### src/rtl/osc_voice_pkg.sv
package osc_voice_pkg;
  // Control byte shape-select positions
  localparam int CTRL_TRI_BIT   = 4;
  localparam int CTRL_SAW_BIT   = 5;
  localparam int CTRL_PULSE_BIT = 6;
  localparam int CTRL_NOISE_BIT = 7;

  // Noise register bits feeding the output, most significant output bit first
  localparam int NOISE_TAP_N = 8;
  localparam int NOISE_TAPS [NOISE_TAP_N] = '{22, 20, 16, 13, 11, 7, 4, 2};

  typedef struct packed {
    logic noise_on;
    logic pulse_on;
    logic saw_on;
    logic tri_on;
  } wave_sel_t;

  function automatic wave_sel_t decode_sel(input logic [3:0] hi_nibble);
    wave_sel_t s;
    s.tri_on   = hi_nibble[CTRL_TRI_BIT - 4];
    s.saw_on   = hi_nibble[CTRL_SAW_BIT - 4];
    s.pulse_on = hi_nibble[CTRL_PULSE_BIT - 4];
    s.noise_on = hi_nibble[CTRL_NOISE_BIT - 4];
    return s;
  endfunction
endpackage

### src/rtl/osc_phase_acc.sv
module osc_phase_acc #(
  parameter int FREQ_W        = 16,
  parameter int ACC_W         = 24,
  parameter int WAVE_W        = 12,
  parameter int SAMPLE_RATE   = 44100,
  parameter int NOISE_CLK_BIT = 19
) (
  input  logic              clk,
  input  logic              rst_n,
  input  logic              step,
  input  logic [FREQ_W-1:0] freq,
  output logic [WAVE_W-1:0] phase_hi,
  output logic              noise_tick
);
  localparam int PROD_W = FREQ_W + 15;

  logic [PROD_W-1:0] scaled;
  logic [PROD_W-1:0] quot;
  logic [ACC_W-1:0]  inc;
  logic [ACC_W-1:0]  acc_q;
  logic [ACC_W-1:0]  acc_d;

  // Increment = (freq * 2^15 / rate) * 2^8, truncated to accumulator width
  assign scaled = {freq, 15'd0};
  assign quot   = scaled / PROD_W'(SAMPLE_RATE);
  assign inc    = ACC_W'({quot, 8'd0});
  assign acc_d  = acc_q + inc;

  always_ff @(posedge clk) begin
    if (!rst_n)    acc_q <= '0;
    else if (step) acc_q <= acc_d;
  end

  // Shapes are built from the post-update phase
  assign phase_hi   = acc_d[ACC_W-1 -: WAVE_W];
  assign noise_tick = step & ~acc_q[NOISE_CLK_BIT] & acc_d[NOISE_CLK_BIT];
endmodule

### src/rtl/osc_noise_lfsr.sv
module osc_noise_lfsr
  import osc_voice_pkg::*;
#(
  parameter int             LEN    = 23,
  parameter int             TAP_HI = 22,
  parameter int             TAP_LO = 17,
  parameter logic [LEN-1:0] SEED   = 23'h7FFFF8
) (
  input  logic                   clk,
  input  logic                   rst_n,
  input  logic                   tick,
  output logic [NOISE_TAP_N-1:0] taps_next
);
  logic [LEN-1:0] state_q;
  logic [LEN-1:0] state_d;
  logic [LEN-1:0] shifted;

  assign shifted = {state_q[LEN-2:0], state_q[TAP_HI] ^ state_q[TAP_LO]};
  assign state_d = tick ? shifted : state_q;

  always_ff @(posedge clk) begin
    if (!rst_n) state_q <= SEED;
    else        state_q <= state_d;
  end

  for (genvar k = 0; k < NOISE_TAP_N; k++) begin : g_tap
    assign taps_next[NOISE_TAP_N-1-k] = state_d[NOISE_TAPS[k]];
  end
endmodule

### src/rtl/osc_wave_mix.sv
module osc_wave_mix
  import osc_voice_pkg::*;
#(
  parameter int WAVE_W = 12,
  parameter int PW_W   = 8
) (
  input  wave_sel_t              sel,
  input  logic [WAVE_W-1:0]      phase_hi,
  input  logic [PW_W-1:0]        pulse_width,
  input  logic [NOISE_TAP_N-1:0] noise_taps,
  output logic [WAVE_W-1:0]      wave
);
  localparam logic [WAVE_W-1:0] ALL_ONES = '1;
  localparam logic [WAVE_W-1:0] MIDSCALE = {1'b1, {(WAVE_W-1){1'b0}}};
  localparam logic [WAVE_W-1:0] TRI_MASK = {{(WAVE_W-1){1'b1}}, 1'b0};

  logic [WAVE_W-1:0] pulse_w, saw_w, tri_w, noise_w, tri_raw;

  assign pulse_w = (phase_hi[WAVE_W-1 -: PW_W] < pulse_width) ? ALL_ONES : '0;
  assign saw_w   = phase_hi;
  assign tri_raw = {phase_hi[WAVE_W-2:0], 1'b0};
  assign tri_w   = phase_hi[WAVE_W-1] ? (tri_raw ^ TRI_MASK) : tri_raw;
  assign noise_w = {noise_taps, {(WAVE_W-NOISE_TAP_N){1'b0}}};

  always_comb begin
    if (sel == '0) begin
      wave = MIDSCALE;
    end else begin
      wave = ALL_ONES;
      if (sel.pulse_on) wave = wave & pulse_w;
      if (sel.saw_on)   wave = wave & saw_w;
      if (sel.tri_on)   wave = wave & tri_w;
      if (sel.noise_on) wave = wave & noise_w;
    end
  end
endmodule

### src/rtl/osc_voice.sv
module osc_voice
  import osc_voice_pkg::*;
#(
  parameter int FREQ_W      = 16,
  parameter int ACC_W       = 24,
  parameter int WAVE_W      = 12,
  parameter int PW_W        = 8,
  parameter int SAMPLE_RATE = 44100
) (
  input  logic              clk,
  input  logic              rst_n,
  input  logic              sample_en,
  input  logic [FREQ_W-1:0] freq_word,
  input  logic [PW_W-1:0]   pulse_width,
  input  logic [7:0]        ctrl,
  output logic [WAVE_W-1:0] wave_out
);
  localparam logic [WAVE_W-1:0] MIDSCALE = {1'b1, {(WAVE_W-1){1'b0}}};

  wave_sel_t              sel;
  logic [WAVE_W-1:0]      phase_hi;
  logic                   noise_tick;
  logic [NOISE_TAP_N-1:0] noise_taps;
  logic [WAVE_W-1:0]      wave_d;
  logic                   ctrl_lo_unused;

  // Gate, sync, ring modulation and test bits are accepted but inert here
  assign ctrl_lo_unused = ^ctrl[3:0];
  assign sel            = decode_sel(ctrl[7:4]);

  osc_phase_acc #(
    .FREQ_W(FREQ_W), .ACC_W(ACC_W), .WAVE_W(WAVE_W),
    .SAMPLE_RATE(SAMPLE_RATE), .NOISE_CLK_BIT(19)
  ) u_phase (
    .clk(clk), .rst_n(rst_n), .step(sample_en), .freq(freq_word),
    .phase_hi(phase_hi), .noise_tick(noise_tick)
  );

  osc_noise_lfsr #(
    .LEN(23), .TAP_HI(22), .TAP_LO(17), .SEED(23'h7FFFF8)
  ) u_noise (
    .clk(clk), .rst_n(rst_n), .tick(noise_tick), .taps_next(noise_taps)
  );

  osc_wave_mix #(
    .WAVE_W(WAVE_W), .PW_W(PW_W)
  ) u_mix (
    .sel(sel), .phase_hi(phase_hi), .pulse_width(pulse_width),
    .noise_taps(noise_taps), .wave(wave_d)
  );

  always_ff @(posedge clk) begin
    if (!rst_n)         wave_out <= MIDSCALE;
    else if (sample_en) wave_out <= wave_d;
  end
endmodule

### config.mk
export PLATFORM = sky130hd
export DESIGN_NAME = osc_voice
export DESIGN_NICKNAME = d
export VERILOG_FILES = /design/src/rtl/osc_voice_pkg.sv /design/src/rtl/osc_phase_acc.sv /design/src/rtl/osc_noise_lfsr.sv /design/src/rtl/osc_wave_mix.sv /design/src/rtl/osc_voice.sv
export SDC_FILE = /design/constraint.sdc
export NUM_CORES = 1
export LEC_CHECK = 0
export BUFFER_PORTS_ARGS = -buffer_cell sky130_fd_sc_hd__buf_2
export CAP_MARGIN = 30
export CORE_MARGIN = 4
export CORE_UTILIZATION = 24
export DETAILED_ROUTE_END_ITERATION = 10
export GPL_TIMING_DRIVEN = 0
export MAX_ROUTING_LAYER = met4
export PLACE_DENSITY = 0.35
export SYNTH_ARGS = -nofsm -noshare
export SYNTH_HDL_FRONTEND = slang
export SYNTH_HIERARCHICAL = 1
export SYNTH_SLANG_ARGS = --single-unit
### constraint.sdc
create_clock -name clk -period 51.5 [get_ports clk]
set_input_delay 10.3 -clock clk [delete_from_list [all_inputs] [get_ports clk]]
set_output_delay 10.3 -clock clk [all_outputs]
set_load 0.02 [all_outputs]
==> impl_metrics.py <==
metrics = {
    "timing": {
        "hold-worst-slack_ns": 0.472,
        "worst_slew_pin_slew_ns": 0.998,
        "setup_repair_after_global_routing_missed_its_margin": "no",
        "setup_total_negative_slack_ns": 0,
        "maxSlewHeadroom_pct": 33.4,
        "final_max_slew_viol_count": 0,
        "period_minus_slack_ns": 45.11,
        "finClkSkew_ns": 0.00731,
        "setup_viol": 0,
        "clock.fmax_mhz": 22.2,
        "timing.final.crit_share_pct": 87.6,
        "hold_viol": 0,
    },
    "synth": {
        "post_synthesis_share_of_cell_area_spent_on_xor_and_xnor_gates_pct": 10.5,
        "ys_async_sr_fraction_pct": 0,
        "synthesis.area_um2": 15200,
        "synth_enable_flop_cells": 0,
        "post_synth_simple_gate_area_pct": 26.4,
        "ys_seq_area_share_pct": 6.73,
        "synthesized_area_fraction_occupied_by_adder_cells_pct": 3.10,
        "netlist.top_cell.by_area": "xnor2_1",
        "synth_area_per_cell_um2": 7.35,
        "synth.area.top_cells": "xnor2_1, dfxtp_1, mux2i_1, nand2_1, a21oi_1",
        "syn-instance-count": 2064,
        "area_fraction_in_compound_gates_after_synthesis_pct": 37.4,
        "top_area_cell_type_share_of_the_netlist_area_pct": 6.81,
        "synth_ff_type": "dfxtp_1",
        "yosys.cell_types.count": 155,
        "synth.mux.area_fraction_pct": 9.37,
        "synth_top_family_by_area": "compound AO/OA/AOI/OAI gates",
        "synth_fp_nets": 2136,
        "ys.warnings.count": 6,
        "postSynthRegisterBits": 51,
    },
    "detailed_routing": {
        "remaining_antenna_violation_count_after_routing": 0,
        "route.final.wire_length_mm": 56.9,
        "drtIter0Drc": 1068,
        "drtPass1Iterations": 5,
        "dr_total_vias": 16100,
        "mean_number_of_vias_per_cell": 5.46,
        "remaining_drc_errors": 0,
        "wire_per_inst_um": 19.3,
    },
    "finish": {
        "post_route_cells_drive_above_1_share_pct": 15.8,
        "layout.cells.most_common_list": "nand2_1, nor2_1, a21oi_1, xnor2_1, mux2i_1",
        "finish.instance_area_um2": 16600,
        "count_of_inserted_antenna_diode_cells": 0,
        "layout.cells.most_common": "nand2_1",
        "area_delta_synth_final_pct": 9.24,
        "finish.net_count": 2184,
    },
    "setup_path": {
        "cp-start-kind": "input pin",
        "crit_required_ns": 51.74,
        "critPathMaxStageDelay_ns": 0.67,
        "r2r_cells": 29,
        "timing.setup.critical_path_class": "input pin to flop",
        "critical_path_peak_fanout": 11,
        "worstPathArrival_ns": 45.35,
        "crit-reg2reg-launch": "u_phase/acc_q[9]$_SDFFE_PN0P_",
        "reg2reg_slack_ns": 46.69,
        "critical_path.most_common_cell": "ha_1",
        "crit_path_slowest_cell": "a21oi_1",
        "reg2reg_to": "wave_out[10]$_SDFFE_PN0P_",
        "crit_path_end_kind": "flop",
    },
    "clock_tree": {
        "h_tree_depth_reported_by_cts": 2,
        "clk_pin_slew_worst_paths_ns": 0.07,
        "cts_made_buffers": 5,
        "clock_latency_reported_for_the_late_side_of_the_worst_skew_pair_ns": 0.30,
        "clockRootBuffer": "clkbuf_16",
        "post-cts-setup-buffers": 0,
        "clkSinkCount": 51,
        "cts_resized": 0,
        "postCtsHoldBufs": 0,
        "cts_tree": "done",
        "number_of_buffers_between_clock_root_and_the_deepest_sink": 2,
    },
    "die": {
        "core-area_um2": 62200,
        "die_width_um": 259,
        "dieHeight_um": 259,
        "io-pin-count": 47,
        "initial_core_util_pct": 24.4,
        "row_count": 91,
        "die-area_um2": 67300,
    },
    "flow_run": {
        "timing.max_cap.violations": 0,
    },
    "hold_path": {
        "whs_endpoint": "u_noise/state_q[17]$_SDFFE_PN1P_",
        "timing.hold.worst.start": "u_noise/state_q[16]$_SDFF_PN1_",
        "hp-class": "flop to flop",
        "worst_hold_path.num_cells": 2,
    },
    "global_route": {
        "grt_pass1_wl_mm": 90.7,
        "grt_use_total_pct": 16.8,
        "antenna_found_initial": 0,
        "gr-total-overflow": 0,
        "grt_start_max_net_pins": 19,
        "first_global_vias": 15600,
    },
    "run_status": {
        "result_of_the_run": "finished, final reports clean",
    },
    "placement": {
        "detailed_place.area_um2": 16400,
        "io_buffer_count": 36,
        "gpl.final_weighted_congestion": 0.832,
        "hpwl_mm": 46.7,
    },
}
-- metal layers --
layer | up-vias | global-route usage, % | part of all wire, %
met5 | - | - | 0
met4 | 0 | 1.74 | 0.65
met3 | 24 | 0.771 | 2.7
met2 | 300 | 27.6 | 47
met1 | 7835 | 23.6 | 50
li1 | 7958 | - | -
-- flip-flops by register name (all words and copies together), names as in the netlist --
register,flops
u_noise/state_q,23
u_phase/acc_q,16
wave_out,12
-- kinds of logic (layout without fill, tap and decap cells) --
kind of cell    count (synthesis)  after routing
mux                           131            131
fa+ha+maj                      37             37
compound gates                734            734
buf+inv                       169            218
flops                          51             51
xor+xnor                      175            175
simple gates                  767            767
-- worst max-delay path by stage --
| stage | from | slack, ns | to |
|---|---|---|---|
| 3_3_place_gp | freq_word[12] | 6.07 | wave_out[10]$_SDFFE_PN0P_ |
| 5_1_grt | freq_word[12] | 3.27 | wave_out[6]$_SDFFE_PN0P_ |
| 2_1_floorplan | freq_word[4] | 14.05 | wave_out[4]$_SDFFE_PN0P_ |
| 3_5_place_dp | freq_word[12] | 6.16 | wave_out[5]$_SDFFE_PN0P_ |
| 6_report | freq_word[12] | 6.39 | wave_out[10]$_SDFFE_PN0P_ |
| 4_1_cts | freq_word[12] | 6.36 | wave_out[10]$_SDFFE_PN0P_ |
-- layout make-up --
class | instances | area (µm²)
plain buffers | 104 | 741
clock inverters | 3 | 25.0
flip-flops and latches | 51 | 1020
multi-input cells | 1844 | 13200
clock buffers | 5 | 125
inverters | 65 | 249
fillers | 6975 | 45600
well taps | 837 | 1050
repair buffers | 41 | 205
-- through the flow --
step,setup WS [ns],instances,util (%)
after floorplan,14.05,2064,-
after global placement,6.07,2937,26.4
after detailed placement,6.16,2942,26.4
after CTS,6.36,2950,26.7
after global routing,3.27,2950,26.7
final,6.39,2950,26.7
-- cells in the mapped netlist, drive strengths merged (11+ instances only) --
master / n
a211o: 14
a211oi: 37
a21boi: 12
a21o: 31
a21oi: 148
a22oi: 20
a31oi: 42
and2: 33
and3: 21
buf: 72
clkbuf: 32
dfxtp: 51
ha: 36
inv: 65
mux2: 37
mux2i: 94
nand2: 200
nand2b: 21
nand3: 64
nand4: 28
nor2: 174
nor2b: 39
nor3: 64
nor4: 21
o2111ai: 18
o211a: 13
o211ai: 38
o21a: 34
o21ai: 132
o221ai: 13
o31ai: 23
o32ai: 11
or2: 33
or3: 17
xnor2: 122
xor2: 52
-- critical path: cells and delay by family --
kind | cells | cell delay (ns)
simple gates | 47 | 7.37
compound gates | 55 | 13.78
buf+inv | 38 | 8.02
xor+xnor | 2 | 0.38
fa+ha+maj | 13 | 3.35
mux | 7 | 1.95
Power is left out: the tool's default activity adds up to more than one toggle a clock period on the data nets, which glitch-free logic cannot reach.
